[src/rtl/rxd_pkg.sv]
package rxd_pkg;
    localparam int WORD_W     = 32;
    localparam int SLOT_IDX_W = 4;
    localparam int NSLOT      = 2 ** SLOT_IDX_W;

    // width code: 0=16, 1=20, 2=24, 3=32
    function automatic logic [5:0] width_of(input logic [1:0] code);
        case (code)
            2'd0:    width_of = 6'd16;
            2'd1:    width_of = 6'd20;
            2'd2:    width_of = 6'd24;
            default: width_of = 6'd32;
        endcase
    endfunction

    typedef struct packed {
        logic                  fs;
        logic                  run;
        logic                  dly;
        logic [4:0]            bpos;
        logic [SLOT_IDX_W-1:0] slot;
        logic [WORD_W-1:0]     acc;
        logic [WORD_W-1:0]     word;
        logic [SLOT_IDX_W-1:0] wslot;
        logic                  valid;
    } rx_state_t;
endpackage

[src/rtl/rx_port_mux.sv]
module rx_port_mux #(
    parameter int NPORTS = 4
) (
    input  logic              clk,
    input  logic              rst_n,
    input  logic [NPORTS-1:0] data_i,
    input  logic [NPORTS-1:0] sel_i,
    output logic              data_o
);
    logic [NPORTS-1:0] gated;

    for (genvar p = 0; p < NPORTS; p++) begin : g_gate
        assign gated[p] = data_i[p] & sel_i[p];
    end

    assign data_o = |gated;

    // selection must be one-hot (or empty)
    p_sel_onehot_r1: assert property (@(posedge clk) disable iff (!rst_n)
        $onehot0(sel_i));
endmodule

[src/rtl/rx_bclk_edge.sv]
module rx_bclk_edge (
    input  logic clk,
    input  logic rst_n,
    input  logic bclk,
    input  logic pol,
    input  logic en,
    output logic cap
);
    logic bclk_d, bclk_q;

    always_comb begin
        bclk_d = bclk;
        cap    = en & (pol ? (bclk & ~bclk_q) : (~bclk & bclk_q));
    end

    always_ff @(posedge clk or negedge rst_n) begin
        if (!rst_n) bclk_q <= 1'b0;
        else        bclk_q <= bclk_d;
    end

    // a capture edge never occurs on two consecutive clocks
    p_cap_spacing_r7: assert property (@(posedge clk) disable iff (!rst_n)
        cap |=> !cap);
endmodule

[src/rtl/tdm_rx_deser.sv]
module tdm_rx_deser #(
    parameter int NPORTS = 4
) (
    input  logic                          clk,
    input  logic                          rst_n,
    input  logic [NPORTS-1:0]             port_data,
    input  logic                          tx_loop,
    input  logic                          bclk,
    input  logic                          fsync,
    input  logic                          ctl_en,
    input  logic                          ctl_rst,
    input  logic [NPORTS-1:0]             cfg_port_sel,
    input  logic [rxd_pkg::SLOT_IDX_W-1:0] cfg_slots_m1,
    input  logic [1:0]                    cfg_slot_w,
    input  logic [1:0]                    cfg_smp_w,
    input  logic                          cfg_pol,
    input  logic                          cfg_lsb_first,
    input  logic                          cfg_bit_start,
    input  logic                          cfg_no_fb,
    input  logic [rxd_pkg::NSLOT-1:0]     cfg_slot_mask,
    output logic                          out_valid,
    output logic [rxd_pkg::WORD_W-1:0]    out_word,
    output logic [rxd_pkg::SLOT_IDX_W-1:0] out_slot
);
    import rxd_pkg::*;

    logic      port_bit, rx_bit, cap;
    rx_state_t st_d, st_q;

    rx_port_mux #(.NPORTS(NPORTS)) u_mux (
        .clk    (clk),
        .rst_n  (rst_n),
        .data_i (port_data),
        .sel_i  (cfg_port_sel),
        .data_o (port_bit)
    );

    rx_bclk_edge u_edge (
        .clk   (clk),
        .rst_n (rst_n),
        .bclk  (bclk),
        .pol   (cfg_pol),
        .en    (ctl_en),
        .cap   (cap)
    );

    assign rx_bit = cfg_no_fb ? port_bit : tx_loop;

    always_comb begin
        logic [5:0]            slot_bits, smp_bits;
        logic                  take, sync_rise;
        logic [4:0]            bp;
        logic [SLOT_IDX_W-1:0] sp;
        logic [WORD_W-1:0]     base, acc_n;

        st_d       = st_q;
        st_d.valid = 1'b0;
        slot_bits  = width_of(cfg_slot_w);
        smp_bits   = width_of(cfg_smp_w);
        take       = 1'b0;
        sync_rise  = fsync & ~st_q.fs;
        bp         = st_q.bpos;
        sp         = st_q.slot;
        base       = '0;
        acc_n      = st_q.acc;

        if (ctl_rst) begin
            st_d.fs   = 1'b0;
            st_d.run  = 1'b0;
            st_d.dly  = 1'b0;
            st_d.bpos = '0;
            st_d.slot = '0;
        end else if (cap) begin
            st_d.fs = fsync;
            if (sync_rise) begin
                if (cfg_bit_start) begin
                    st_d.dly = 1'b1;
                    st_d.run = 1'b0;
                end else begin
                    take = 1'b1;
                    bp   = '0;
                    sp   = '0;
                end
            end else if (st_q.dly) begin
                st_d.dly = 1'b0;
                take     = 1'b1;
                bp       = '0;
                sp       = '0;
            end else if (st_q.run) begin
                take = 1'b1;
            end

            if (take) begin
                base = (bp == 5'd0) ? '0 : st_q.acc;
                if (6'(bp) < smp_bits) begin
                    if (cfg_lsb_first) acc_n = base | (WORD_W'(rx_bit) << bp);
                    else               acc_n = {base[WORD_W-2:0], rx_bit};
                end else begin
                    acc_n = base;
                end
                st_d.acc = acc_n;

                if (6'(bp) == slot_bits - 6'd1) begin
                    if (!cfg_slot_mask[sp]) begin
                        st_d.valid = 1'b1;
                        st_d.word  = acc_n << (6'd32 - smp_bits);
                        st_d.wslot = sp;
                    end
                    st_d.bpos = '0;
                    st_d.slot = sp + 1'b1;
                    st_d.run  = (sp != cfg_slots_m1);
                end else begin
                    st_d.bpos = bp + 5'd1;
                    st_d.slot = sp;
                    st_d.run  = 1'b1;
                end
            end
        end
    end

    always_ff @(posedge clk or negedge rst_n) begin
        if (!rst_n) st_q <= '0;
        else        st_q <= st_d;
    end

    assign out_valid = st_q.valid;
    assign out_word  = st_q.word;
    assign out_slot  = st_q.wslot;

    // strobe lasts one clock
    p_strobe_r8: assert property (@(posedge clk) disable iff (!rst_n)
        out_valid |=> !out_valid);
    // padding below a 16-bit or 24-bit sample is zero
    p_pad16_r4: assert property (@(posedge clk) disable iff (!rst_n)
        (out_valid && cfg_smp_w == 2'd0) |-> (out_word[15:0] == 16'h0));
    p_pad24_r4: assert property (@(posedge clk) disable iff (!rst_n)
        (out_valid && cfg_smp_w == 2'd2) |-> (out_word[7:0] == 8'h0));
    // masked slots never appear
    p_mask_r5: assert property (@(posedge clk) disable iff (!rst_n)
        out_valid |-> !cfg_slot_mask[out_slot]);
    // slot index within the programmed count
    p_slot_range_r3: assert property (@(posedge clk) disable iff (!rst_n)
        out_valid |-> (out_slot <= cfg_slots_m1));
    // framing reset and disable silence the output
    p_rst_quiet_r10: assert property (@(posedge clk) disable iff (!rst_n)
        ctl_rst |=> !out_valid);
    p_en_quiet_r10: assert property (@(posedge clk) disable iff (!rst_n)
        !ctl_en |=> !out_valid);
endmodule

[config.mk]
export PLATFORM = sky130hd
export DESIGN_NAME = tdm_rx_deser
export DESIGN_NICKNAME = d
export VERILOG_FILES = /design/src/rtl/rxd_pkg.sv /design/src/rtl/rx_port_mux.sv /design/src/rtl/rx_bclk_edge.sv /design/src/rtl/tdm_rx_deser.sv
export SDC_FILE = /design/constraint.sdc
export NUM_CORES = 1
export LEC_CHECK = 0
export ABC_AREA = 1
export BUFFER_PORTS_ARGS = -buffer_cell sky130_fd_sc_hd__buf_4
export CORE_ASPECT_RATIO = 1.25
export CORE_MARGIN = 2
export CORE_UTILIZATION = 49
export CTS_BUF_LIST = sky130_fd_sc_hd__clkbuf_2
export DETAILED_ROUTE_END_ITERATION = 8
export GPL_ROUTABILITY_DRIVEN = 0
export GPL_TIMING_DRIVEN = 0
export PLACE_DENSITY = 0.72
export SLEW_MARGIN = 25
export SYNTH_ARGS = -nofsm -noshare
export SYNTH_HDL_FRONTEND = slang
export SYNTH_HIERARCHICAL = 1
export SYNTH_SLANG_ARGS = --single-unit
export TNS_END_PERCENT = 1
[constraint.sdc]
create_clock -name clk -period 2.33 [get_ports clk]
set_input_delay 0.466 -clock clk [delete_from_list [all_inputs] [get_ports clk]]
set_output_delay 0.466 -clock clk [all_outputs]
set_load 0.02 [all_outputs]
After elaboration in Yosys (flattened, before gate mapping)
Cells that the tools add are included.

Output and inout port bits: 37. Flip-flop bits (word level): 82. Word-level logic and storage cells: 92. Bits of input ports: 43.

Reduce and logical (&&, ||, !) cells: 13. Add/sub/neg operators: 4. $lt $le $gt $ge: 2. Shifts and indexed selects: 2. Muxes and demuxes: 40. Bitwise gates (word level): 14. Equality and inequality tests: 7.

Operators by type and width (count): $mux 32 (6); $mux 81 (1); $mux 78 (1); $mux 37 (2); $pmux 6 s3 (2); $or 32x32->32 (1); $shl 1x5->32 (1); $shl 32x6->32 (1); $mux 5 (5); $mux 4 (5); $mux 1 (14); $mux 12 (1); $mux 9 (1); $and 1x1->1 (8); $eq 5x6->1 (1); $lt 5x6->1 (1); $reduce_and 3->1 (2); $reduce_bool 3->1 (2); $sub 6x1->6 const B (1); $sub 6x6->6 const A (1); $add 5x1->5 const B (1); $logic_not 5->1 (1); $lt 4x5->1 const B (1); $not 1->1 (5); other kinds (12) (17).

Logic depth before layout (Yosys ltp)
Gate-level depths: netlist of run 1.

Depth in word-level cells: 20. Mapped depth: 19. Depth with buffers taken out: 18.

Modules after synthesis
Netlist of run 1, hierarchy kept.

By module, submodules not included: tdm_rx_deser (cells an instance 934, area an instance 6015.8 µm², seq. area each 2026.9 µm², instances 1); rx_bclk_edge (cells an instance 9, area an instance 55.1 µm², seq. area each 25.0 µm², instances 1); rx_port_mux (cells an instance 9, area an instance 33.8 µm², seq. area each 0.0 µm², instances 1).

Worst setup path after synthesis of run 1
OpenSTA, ideal clock, no wires.

Path type: register to register. From: reg st_q[80] (netlist bit). To: reg st_q, in the netlist out_word[31]. Data required time: 2.206 ns. Stages on the path, launching flop included: 17. Library setup time: 0.124 ns. Arrival time: 2.156 ns. Path slack: 0.050 ns. Path buffers: 1. Cells stage by stage: dfrtp_1 > inv_2 > nand2_2 > nand3_1 > nand2_1 > ha_1 > nand2_1 > nand2_1 > nand2_1 > clkbuf_1 > nand3_1 > nand3_1 > nand2_1 > nand2_1 > nand2_1 > nand2_1 > nand3_1.

Longest elaborated chain between the ends: 14. Elaborated cells on any way between the ends: 27. Classes of those cells: order compare: 1; eq/ne: 1; shift: 2; mux: 17; bitwise: 4; reduce/logical: 2.

RTL lines: start: declaration (RTL line tdm_rx_deser.sv:28) `rx_state_t st_d, st_q;`; start signal: assignment (RTL line tdm_rx_deser.sv:123) `else st_q <= st_d;`; $not 1->1 (*) (RTL line tdm_rx_deser.sv:61) `sync_rise = fsync & ~st_q.fs;`; $and 1x1->1 (*) (RTL line tdm_rx_deser.sv:61); $mux 5 (RTL line tdm_rx_deser.sv:75) `if (sync_rise) begin`; $mux 5 (RTL line tdm_rx_deser.sv:73) `end else if (cap) begin`; $mux 5 (RTL line tdm_rx_deser.sv:67) `if (ctl_rst) begin`; $logic_not 5->1 (RTL line tdm_rx_deser.sv:94) `base = (bp == 5'd0) ? '0 : st_q.acc;`; $mux 32 (RTL line tdm_rx_deser.sv:94); $or 32x32->32 (RTL line tdm_rx_deser.sv:96) `if (cfg_lsb_first) acc_n = base | (WORD_W'(rx_bit) << bp);`; $mux 32 (RTL line tdm_rx_deser.sv:96); $mux 32 (RTL line tdm_rx_deser.sv:95) `if (6'(bp) < smp_bits) begin`; $mux 32 (RTL line tdm_rx_deser.sv:93) `if (take) begin`; $mux 32 (RTL line tdm_rx_deser.sv:73); $mux 32 (RTL line tdm_rx_deser.sv:67); $shl 32x6->32 (RTL line tdm_rx_deser.sv:106) `st_d.word = acc_n << (6'd32 - smp_bits);`.

Mark *: on every way between the ends. The rest lies on a longest branch, timed or not. The select of a mux whose other input is x is not followed. A chain may end at the register's enable or synchronous reset.

Final worst setup path of run 1
From: reg st_q[80] (netlist bit). To: reg st_q, in the netlist out_word[22].

The elaborated chain is that of the path after synthesis.

==> run summary, run 1 <==
Clock Skew: 0.0387 ns
CP startpoint kind: flop
setup ws final: -0.120 ns
Inserted Clock Buffers: 9
WHS: 0.171 ns
ys async rst share: 1.00
post-synthesis register bit count: 82
Max Buffers Root-to-Sink: 2
RR Startpoint: st_q[80]
Clk pwr share: 0.255
drt initial violations: 715
CTS tree: built
Worst-Margin Slew: 0.842 ns
sequential share of the synthesized area: 0.336
Sw Ratio: 0.356
VDD IR max: 0.285 mV
final slew viol count: 0
violated checks: negative setup slack
Sw Pwr: 1.13 mW
Final Hold Violating Endpoints: 0
WHS Endpoint: st_q[80]
synthesized area: 6100 µm²
clock sink count: 82
final design utilization: 0.639
HPWL Detailed: 14.1 mm
gr usage total: 0.290
period utilization: 1.05
Worst EP arrival: 2.96 ns
global route total overflow: 0
Reg2Reg Depth: 17
Net Count, Synth: 1005
HP Class: in -> reg
CP endpoint kind: flop
most common cell after layout, fill and taps aside: nand2_1
top_reg_cell synth: dfrtp_1
synth warn: 6
H-tree depth: 3
Antenna Nets Post-Route: 0
final-stage net count: 1122
Clock Latency Late Sink: 0.58 ns
initial antenna violation count: 1
Seq pwr share: 0.499
Worst EP required: 2.84 ns
RSZ-0062 raised after global routing: yes
final setup fails: 26
largest net degree at the start of global routing: 83
reg2reg end: out_word[22]
total number of vias: 6926
fmax: 0.408 GHz
Buffers on Ports: 78
vias in the first global route: 6354
Rel. slew slack: 0.435
Pint: 2.04 mW
# IOs: 80
Core Area: 12200 µm²
max-cap viol count: 0
layout cells sized above 1: 0.273
Post-route DRC: 0
P_leak: 4.22 nW
Setup CP Type: reg -> reg
number of vias per cell: 5.59
drt first pass iters: 6
num rows: 45
die area: 13400 µm²
register area: 2050 µm²
die outline height: 129 µm
Hold Path Depth: 4
Clock Root Buffer: clkbuf_2
die width: 104 µm
Worst-path clk slew: 0.25 ns
Avg Cell Area, Syn: 6.41 µm²
Layout area overhead: 27.4%
Comb power frac: 0.246
worst-path fanout max: 7
flop-to-flop setup slack: -0.12 ns
final WL: 19.8 mm
Filler Cell Count: 1161
first-pass GRT wire length: 31.2 mm
Final min period: 2.45 ns
run status: finished with violations
synth unique cells: 36
EDFF count, synth: 0
Power Density: 408 nW/µm²
commonest non-fill, non-tap cells in the layout: nand2_1 (376), nand3_1 (161), buf_4 (133)
hold wc startpoint: ctl_rst
Mapped Cells: 952
area of the multi-input gates: 3760 µm²
WL per Instance: 16.0 µm
initial cell density of the core: 0.502
Yosys cell counts, types with 2 or more instances:
library cell / number / area share
dfrtp_1: 82 / 0.34
buf_2: 10 / 0.0082
o2111ai_1: 2 / 0.0029
nand2_4: 3 / 0.0055
or2_2: 3 / 0.0031
nor2_1: 30 / 0.018
buf_6: 3 / 0.0055
nand2_2: 4 / 0.0041
buf_4: 38 / 0.047
inv_1: 52 / 0.032
nand3_1: 200 / 0.16
nor2_4: 3 / 0.0055
ha_1: 10 / 0.020
o21ai_1: 9 / 0.0074
nand2_1: 405 / 0.25
clkbuf_1: 20 / 0.012
o21ai_0: 16 / 0.013
o22ai_1: 7 / 0.0072
buf_1: 8 / 0.0049
nand4_1: 11 / 0.011
xnor2_1: 4 / 0.0057
clkinv_1: 2 / 0.0012
nor2_2: 4 / 0.0041
a21oi_1: 10 / 0.0082
o32ai_1: 2 / 0.0029
inv_2: 4 / 0.0025
registers in the layout (all words and copies together) (netlist names):
name and flops:
out_word 32, out_valid 1, out_slot 4, st_q 44, u_edge/bclk_q 1
kinds of logic (layout without fill, tap and decap cells):
group	count (synthesis)	in the layout	synth area share
AOI/OAI and AO/OA	49	49	0.0455
xor gates and xnor gates	5	5	0.00717
adders and majority gates	10	10	0.0205
buffers and inverters	138	257	0.116
DFF	82	82	0.336
other	0	1	0
and+or+nand+nor	668	671	0.475
critical path: stages (launching register included):
cell and delay, ns:
dfrtp_1 0.48, nor2_4 0.18, nand3_1 0.13, nand2_2 0.13, ha_1 0.23, nand2_1 0.08
nand2_1 0.08, nand2_4 0.14, nand2_4 0.09, inv_8 0.09, buf_8 0.12, nand2_1 0.09
nand3_2 0.11, nand2_1 0.08, nand2_1 0.08, nand3_1 0.12, nand2_1 0.10, nand2_1 0.05
worst max path at each step:
stage / from / endpoint / cells after the start
floorplan: st_q[80] / out_word[31] / 16
global placement: fsync / out_word[19] / 16
detailed placement: fsync / out_word[20] / 16
CTS: st_q[80] / out_word[20] / 18
global route: st_q[80] / out_word[20] / 18
finish: st_q[80] / out_word[22] / 17
cell type report:
cell class | instances | area share
diodes | 1 | 0.000322
inverters | 58 | 0.0307
clock inverters | 7 | 0.00966
well taps | 164 | 0.0264
repair buffers | 103 | 0.107
multi-input cells | 735 | 0.484
plain buffers | 80 | 0.0719
clock buffers | 9 | 0.00579
flip-flops and latches | 82 | 0.264
through the flow:
| step | power [mW] | area, µm² | TNS (ns) | setup slack (ns) | instances |
|---|---|---|---|---|---|
| 3_5_place_dp | 2.26 | 6900 | -27.07 | -0.661 | 1194 |
| 2_1_floorplan | 2.02 | 6100 | 0 | 0.0496 | 952 |
| 4_1_cts | 3.07 | 7110 | -0.822 | -0.0884 | 1214 |
| 6_report | 3.17 | 7770 | -2.15 | -0.120 | 1239 |
| 5_1_grt | 3.35 | 7770 | -5.81 | -0.240 | 1239 |
| 3_3_place_gp | 2.25 | 6900 | -25.05 | -0.623 | 1194 |
per-layer routing:
layer | track usage | wire, µm
met1 | 0.355 | 7650
met2 | 0.492 | 9280
met4 | 0.169 | 1130
met3 | 0.0415 | 1730
met5 | 0 | 0
power groups by stage:
stage | Combinational [mW] | Sequential (mW) | Clock, mW
5_1_grt | 0.862 | 1.60 | 0.893
2_1_floorplan | 0.429 | 1.59 | 0
3_3_place_gp | 0.648 | 1.60 | 0
4_1_cts | 0.669 | 1.58 | 0.823
6_report | 0.779 | 1.58 | 0.809
3_5_place_dp | 0.656 | 1.61 | 0
timing repair:
action | in CTS | in global routing
gates resized for setup | 24 | 129
pin swaps | 2 | 34
endpoints found under the hold margin | 1 | 78
endpoints found under the setup margin | 69 | 70
buffers inserted | 3 | 17
hold buffers | 1 | 1
gates cloned | 0 | 6
(Power assumes the default switching activity.)
==> run 2: changes to the inputs <==
- CORE_MARGIN: 2 -> not set
==> run summary, run 2 (same netlist as run 1, synthesis figures left out) <==
HP Class: in -> reg
CP most frequent cell: nand2_1
violated checks: negative setup slack
final-stage net count: 1120 (-0.18%)
Largest register FFs: 44 (unchanged)
Seq pwr share: 0.494 (-0.005)
number of vias per cell: 5.57 (-0.40%)
max-cap viol count: 0 (unchanged)
period utilization: 1.02 (-0.0321)
RR Startpoint: st_q[80]
largest net degree at the start of global routing: 83 (unchanged)
die width: 102 µm (-1.9%)
CP startpoint kind: flop
WHS: 0.131 ns (-0.0394 ns)
fmax: 0.421 GHz (+3.1%)
final setup fails: 15 (-42%)
Sw Ratio: 0.361 (+0.00569)
final slew viol count: 0 (unchanged)
VDD IR max: 0.262 mV (-8.2%)
final WL: 19.6 mm (-0.80%)
Pint: 2.05 mW (+0.14%)
CTS tree: built
initial antenna violation count: 1 (unchanged)
Final min period: 2.38 ns (-0.0748 ns)
total number of vias: 6887 (-0.56%)
gr usage total: 0.298 (+0.00811)
global route total overflow: 0 (unchanged)
Critical Path Slowest Stage Cell: dfrtp_2
Setup CP Type: reg -> reg
worst-path fanout max: 7 (unchanged)
Clock Skew: 0.0210 ns (-0.0177 ns)
die area: 12900 µm² (-3.4%)
Buffers on Ports: 78 (unchanged)
first-pass GRT wire length: 29.8 mm (-4.3%)
RSZ-0062 raised after global routing: yes
CP Buf/Inv Count: 3 (+1)
CP endpoint kind: flop
Worst EP required: 2.87 ns (+0.03 ns)
Hold Path Depth: 4 (unchanged)
Power Density: 409 nW/µm² (+0.32%)
worst-path cell chain: inv_4 -> nand2_4 -> nand3_4 -> nand2_4 -> ha_1 -> nand2_1 -> nand2_2 -> nand2_4 -> nand2_4 -> inv_6 -> buf_6 -> nand2_2 -> nand3_2 -> nand2_1 -> nand2_1 -> nand3_1 -> nand2_1 -> nand2_1
die outline height: 127 µm (-1.6%)
drt initial violations: 660 (-7.7%)
hold wc startpoint: ctl_rst
HPWL Detailed: 13.8 mm (-1.8%)
drt first pass iters: 6 (unchanged)
P_leak: 4.24 nW (+0.34%)
vias in the first global route: 6189 (-2.6%)
register area: 2060 µm² (+0.12%)
critical path startpoint: st_q[80]
Filler Cell Count: 1171 (+0.86%)
Post-route DRC: 0 (unchanged)
Largest Register: st_q
Worst-path clk slew: 0.24 ns (about the same)
commonest non-fill, non-tap cells in the layout: nand2_1 (365), nand3_1 (146), buf_4 (130)
Max Buffers Root-to-Sink: 2 (unchanged)
area of the multi-input gates: 3850 µm² (+2.4%)
Sw Pwr: 1.16 mW (+2.6%)
Rel. slew slack: 0.437 (+0.00156)
WL per Instance: 15.9 µm (-0.64%)
clock sink count: 82 (unchanged)
setup ws final: -0.0450 ns (+0.0748 ns)
Reg2Reg Depth: 18 (+1)
Inserted Clock Buffers: 9 (unchanged)
Antenna Nets Post-Route: 0 (unchanged)
num rows: 45 (unchanged)
Worst-Margin Slew: 0.839 ns (-0.00233 ns)
Place WS: -0.656 ns (+0.00420 ns)
Worst EP arrival: 2.91 ns (-0.05 ns)
Clock Latency Late Sink: 0.61 ns (+0.03 ns)
critical path's largest stage delay: 0.50 ns (+0.02 ns)
Top delay family on crit path: simple AND/OR/NAND/NOR gates
reg2reg end: out_word[19]
WHS Endpoint: st_q[80]
layout cells sized above 1: 0.298 (+0.0248)
Layout area overhead: 28.3%
flop-to-flop setup slack: -0.05 ns (+0.07 ns)
Final Hold Violating Endpoints: 0 (unchanged)
Clock Root Buffer: clkbuf_2
initial cell density of the core: 0.502 (unchanged)
# IOs: 80 (unchanged)
run status: finished with violations
most common cell after layout, fill and taps aside: nand2_1
Comb power frac: 0.248 (+0.002)
Clk pwr share: 0.258 (+0.003)
Core Area: 12200 µm² (unchanged)
H-tree depth: 3 (unchanged)
-- run 2: per-stage QoR --
step | instances | setup TNS [ns] | area [µm²] | total power [mW] | utilization
after floorplan | 952 | 0 | 6100 | 2.02 | -
after global placement | 1194 | -24.59 | 6900 | 2.25 | 0.567
after detailed placement | 1194 | -26.57 | 6900 | 2.26 | 0.567
after CTS | 1212 | -1.08 | 7120 | 3.08 | 0.585
after global routing | 1237 | -3.09 | 7830 | 3.36 | 0.644
final | 1237 | -0.261 | 7830 | 3.20 | 0.644
-- run 2: worst min-delay path: cells and delay by family --
kind	cells	cell delay [ns]
compound gates	1	0.07
buf+inv	1	0.09
simple gates	2	0.09
-- run 2: worst max path at each step --
stage,endpoint,depth (start not counted)
finish,out_word[19],18
global route,out_word[23],15
CTS,out_word[23],15
detailed placement,out_word[22],18
global placement,out_word[23],18
floorplan,out_word[31],16
-- run 2: final cells by class --
| type | instances | area share |
|---|---|---|
| Buffer | 80 | 0.0722 |
| Clock buffer | 9 | 0.00575 |
| Antenna cell | 1 | 0.000320 |
| Sequential cell | 82 | 0.263 |
| Tap cell | 164 | 0.0262 |
| Multi-Input combinational cell | 734 | 0.492 |
| Inverter | 58 | 0.0304 |
| Clock inverter | 7 | 0.00959 |
| Timing Repair Buffer | 102 | 0.101 |
-- run 2: per-layer routing --
layer / share of wire / GRT usage / up-vias
met4: 0.058 / 0.160 / 0
met2: 0.47 / 0.493 / 367
met5: 0 / 0 / -
met1: 0.39 / 0.372 / 3134
met3: 0.076 / 0.0446 / 94
li1: - / - / 3292
-- run 2: repair_timing --
| action | 4_1_cts | 5_1_grt |
|---|---|---|
| pin swaps | 3 | 42 |
| setup buffers | 1 | 16 |
| gates resized for setup | 30 | 155 |
| hold endpoints to repair | 1 | 82 |
| hold buffers | 1 | 1 |
| gates cloned | 0 | 7 |
| endpoints found under the setup margin | 65 | 69 |
-- run 2: power by group through the flow --
stage	combinational [mW]	sequential (mW)	clock, mW
6_report	0.794	1.58	0.827
5_1_grt	0.872	1.60	0.888
4_1_cts	0.670	1.58	0.831
3_5_place_dp	0.655	1.61	0
3_3_place_gp	0.648	1.60	0
2_1_floorplan	0.429	1.59	0
==> run 3: changes to the inputs <==
- SYNTH_HIERARCHICAL: 1 -> not set
==> run summary, run 3 <==
initial antenna violation count: 1 (unchanged)
critical path's largest stage delay: 0.48 ns (-0.02 ns)
Max Buffers Root-to-Sink: 2 (unchanged)
WL per Instance: 16.3 µm (+2.6%)
Post-synth top cells: nand2_1 (320), nand3_1 (161), dfrtp_1 (82), o21ai_0 (56), nor2_1 (39)
Clock Root Buffer: clkbuf_2
post-synthesis register bit count: 82 (unchanged)
setup ws final: -0.201 ns (-0.156 ns)
Worst-Margin Slew: 0.793 ns (-0.0469 ns)
CP most frequent cell: nand3_1
total number of vias: 6507 (-5.5%)
Final Hold Violating Endpoints: 0 (unchanged)
die area: 12600 µm² (-2.4%)
fmax: 0.395 GHz (-6.2%)
H-tree depth: 3 (unchanged)
HPWL Detailed: 13.8 mm (-0.16%)
Largest Register: st_q
Net Count, Synth: 938 (-6.7%)
Critical Path Slowest Stage Cell: dfrtp_1
gr usage total: 0.311 (+0.0125)
vias in the first global route: 6218 (+0.47%)
Mapped Cells: 884 (-7.1%)
final setup fails: 30 (+15)
Core Area: 11700 µm² (-3.6%)
P_leak: 3.83 nW (-9.5%)
die width: 101 µm (-1.2%)
top cells by area, synth: dfrtp_1 (34%), nand2_1 (20%), nand3_1 (14%)
Place WS: -0.803 ns (-0.146 ns)
post-synth top area share: 0.344 (+0.00826)
Worst EP required: 2.90 ns (+0.03 ns)
synthesized area: 5960 µm² (-2.4%)
num rows: 44 (-2.2%)
Placement Cell Area: 6850 µm² (-0.65%)
area of the multi-input gates: 3590 µm² (-6.8%)
violated checks: negative setup slack
top_reg_cell synth: dfrtp_1
EDFF count, synth: 0 (unchanged)
final slew viol count: 0 (unchanged)
global route total overflow: 0 (unchanged)
final design utilization: 0.629 (-0.0146)
Inserted Clock Buffers: 9 (unchanged)
Largest register FFs: 44 (unchanged)
first-pass GRT wire length: 30.4 mm (+2.0%)
layout cells sized above 1: 0.258 (-0.0397)
final-stage net count: 1038 (-7.3%)
final WL: 18.7 mm (-4.5%)
Worst EP arrival: 3.10 ns (+0.19 ns)
drt initial violations: 649 (-1.7%)
Post-route DRC: 0 (unchanged)
sequential share of the synthesized area: 0.344 (+0.00826)
run status: finished with violations
commonest non-fill, non-tap cells in the layout: nand2_1 (296), nand3_1 (138), buf_4 (121)
Filler Cell Count: 1154 (-1.5%)
worst-path fanout max: 10 (+3)
period utilization: 1.09 (+0.0671)
Avg Cell Area, Syn: 6.74 µm² (+5.1%)
ys async rst share: 1.00 (unchanged)
Synth area leader: dfrtp_1
register area: 2050 µm² (-0.12%)
Worst-path clk slew: 0.25 ns (about the same)
Clock Skew: 0.0304 ns (+0.00938 ns)
most common cell after layout, fill and taps aside: nand2_1
Power Density: 433 nW/µm² (+5.9%)
HP Class: in -> reg
CP Buf/Inv Count: 2 (-1)
Rel. slew slack: 0.472 (+0.0350)
RSZ-0062 raised after global routing: yes
# IOs: 80 (unchanged)
Antenna Nets Post-Route: 0 (unchanged)
Setup CP Type: reg -> reg
largest net degree at the start of global routing: 83 (unchanged)
die outline height: 125 µm (-1.2%)
clock sink count: 82 (unchanged)
final instance area: 7380 µm² (-5.8%)
CTS tree: built
top-count cell post-synth: nand2_1
CP endpoint kind: flop
drt first pass iters: 6 (unchanged)
number of vias per cell: 5.65 (+1.5%)
Top delay family on crit path: simple AND/OR/NAND/NOR gates
synth warn: 0 (-6)
max-cap viol count: 0 (unchanged)
Layout area overhead: 23.8%
CP startpoint kind: flop
initial cell density of the core: 0.508 (+0.00615)
Final min period: 2.53 ns (+0.156 ns)
synth unique cells: 38 (+5.6%)
worst-path cell chain: nor2_4 -> nand2_4 -> a21oi_4 -> ha_4 -> a21boi_4 -> o21ai_4 -> buf_12 -> clkbuf_4 -> nand3_1 -> nand3_1 -> nand3_1 -> nand3_1 -> nand2_1 -> nand2_1 -> nand2_1
VDD IR max: 0.326 mV (+24%)
Buffers on Ports: 78 (unchanged)
Clock Latency Late Sink: 0.64 ns (+0.03 ns)
-- run 3: cell types whose count changed after synthesis, moves of 9 or more --
| cell | previous run | this run |
|---|---|---|
| nand2_1 | 405 | 320 |
| o211ai_1 | 0 | 9 |
| o21ai_0 | 16 | 56 |
| o21ai_2 | 0 | 12 |
| nor2_1 | 30 | 39 |
| inv_1 | 52 | 33 |
| nand3_1 | 200 | 161 |
-- run 3: repair_timing --
item | CTS | global route
endpoints found under the hold margin | 83 | 0
resized for setup | 47 | 44
endpoints found under the setup margin | 69 | 61
hold buffers | 2 | 0
pin swaps | 18 | 9
setup buffers | 9 | 0
-- run 3: per-stage QoR --
step                total power, mW  setup TNS, ns  hold slack [ns]  std cells
global placement               2.30         -34.15            0.462       1123
global route                   3.35          -8.81            0.130       1151
finish                         3.20          -3.60           0.0875       1151
floorplan                      2.06          -3.32            0.170        884
detailed placement             2.31         -36.61            0.465       1123
CTS                            3.15          -2.95            0.119       1150
-- run 3: logic make-up (layout without fill, tap and decap cells) --
group                      Yosys count  in the layout  synth area share
buffers and inverters              120            225             0.104
AOI/OAI and AO/OA                  102            102            0.0997
xor gates and xnor gates            10             10            0.0147
other                                0              1                 0
DFF                                 82             82             0.344
and+or+nand+nor                    559            559             0.414
adders and majority gates           11             11            0.0231
-- run 3: where the power goes --
group / total, mW / switching [mW] / internal, mW
clock: 0.846 / 0.589 / 0.257
sequential: 1.61 / 0.0657 / 1.54
combinational: 0.742 / 0.488 / 0.254
total: 3.20 / 1.14 / 2.05
-- run 3: final cells by class --
cell class	instances	area share
inverter	38	0.0214
sequential	82	0.278
multi-input combinational	682	0.487
timing repair buffer	89	0.0968
buffer	82	0.0722
tap	161	0.0273
antenna	1	0.000339
clock inverter	7	0.0107
clock buffer	9	0.00610
-- run 3: worst register-to-register path: stages (launching register included) --
cell and delay [ns]:
dfrtp_1 0.48, nor2_4 0.13, nand2_4 0.11, a21oi_4 0.20, ha_4 0.22, a21boi_4 0.14
o21ai_4 0.15, buf_12 0.15, clkbuf_4 0.20, nand3_1 0.11, nand3_1 0.20, nand3_1 0.13
nand3_1 0.12, nand2_1 0.05, nand2_1 0.05, nand2_1 0.05
-- run 3: path summary, 6_finish.rpt --
path	start	endpoint	slack [ns]	cells after the start
setup reg to reg	st_q[80]	out_word[29]	-0.20	15
hold / removal	ctl_rst	st_q[80]	0.09	4
hold reg to reg	st_q[65]	st_q[65]	0.51	2
setup / recovery	st_q[80]	out_word[29]	-0.20	15
max in group asynchronous	rst_n	st_q[59]	1.37	2
min in group asynchronous	rst_n	st_q[80]	0.36	2
-- run 3: routing by layer --
layer  global-route usage  wire (µm)  vias to the layer above
met2                0.499       8700                      338
met4                0.171        942                        0
met1                0.391       7630                     2995
li1                     -          -                     3101
met5                    0          0                        -
met3               0.0598       1470                       73
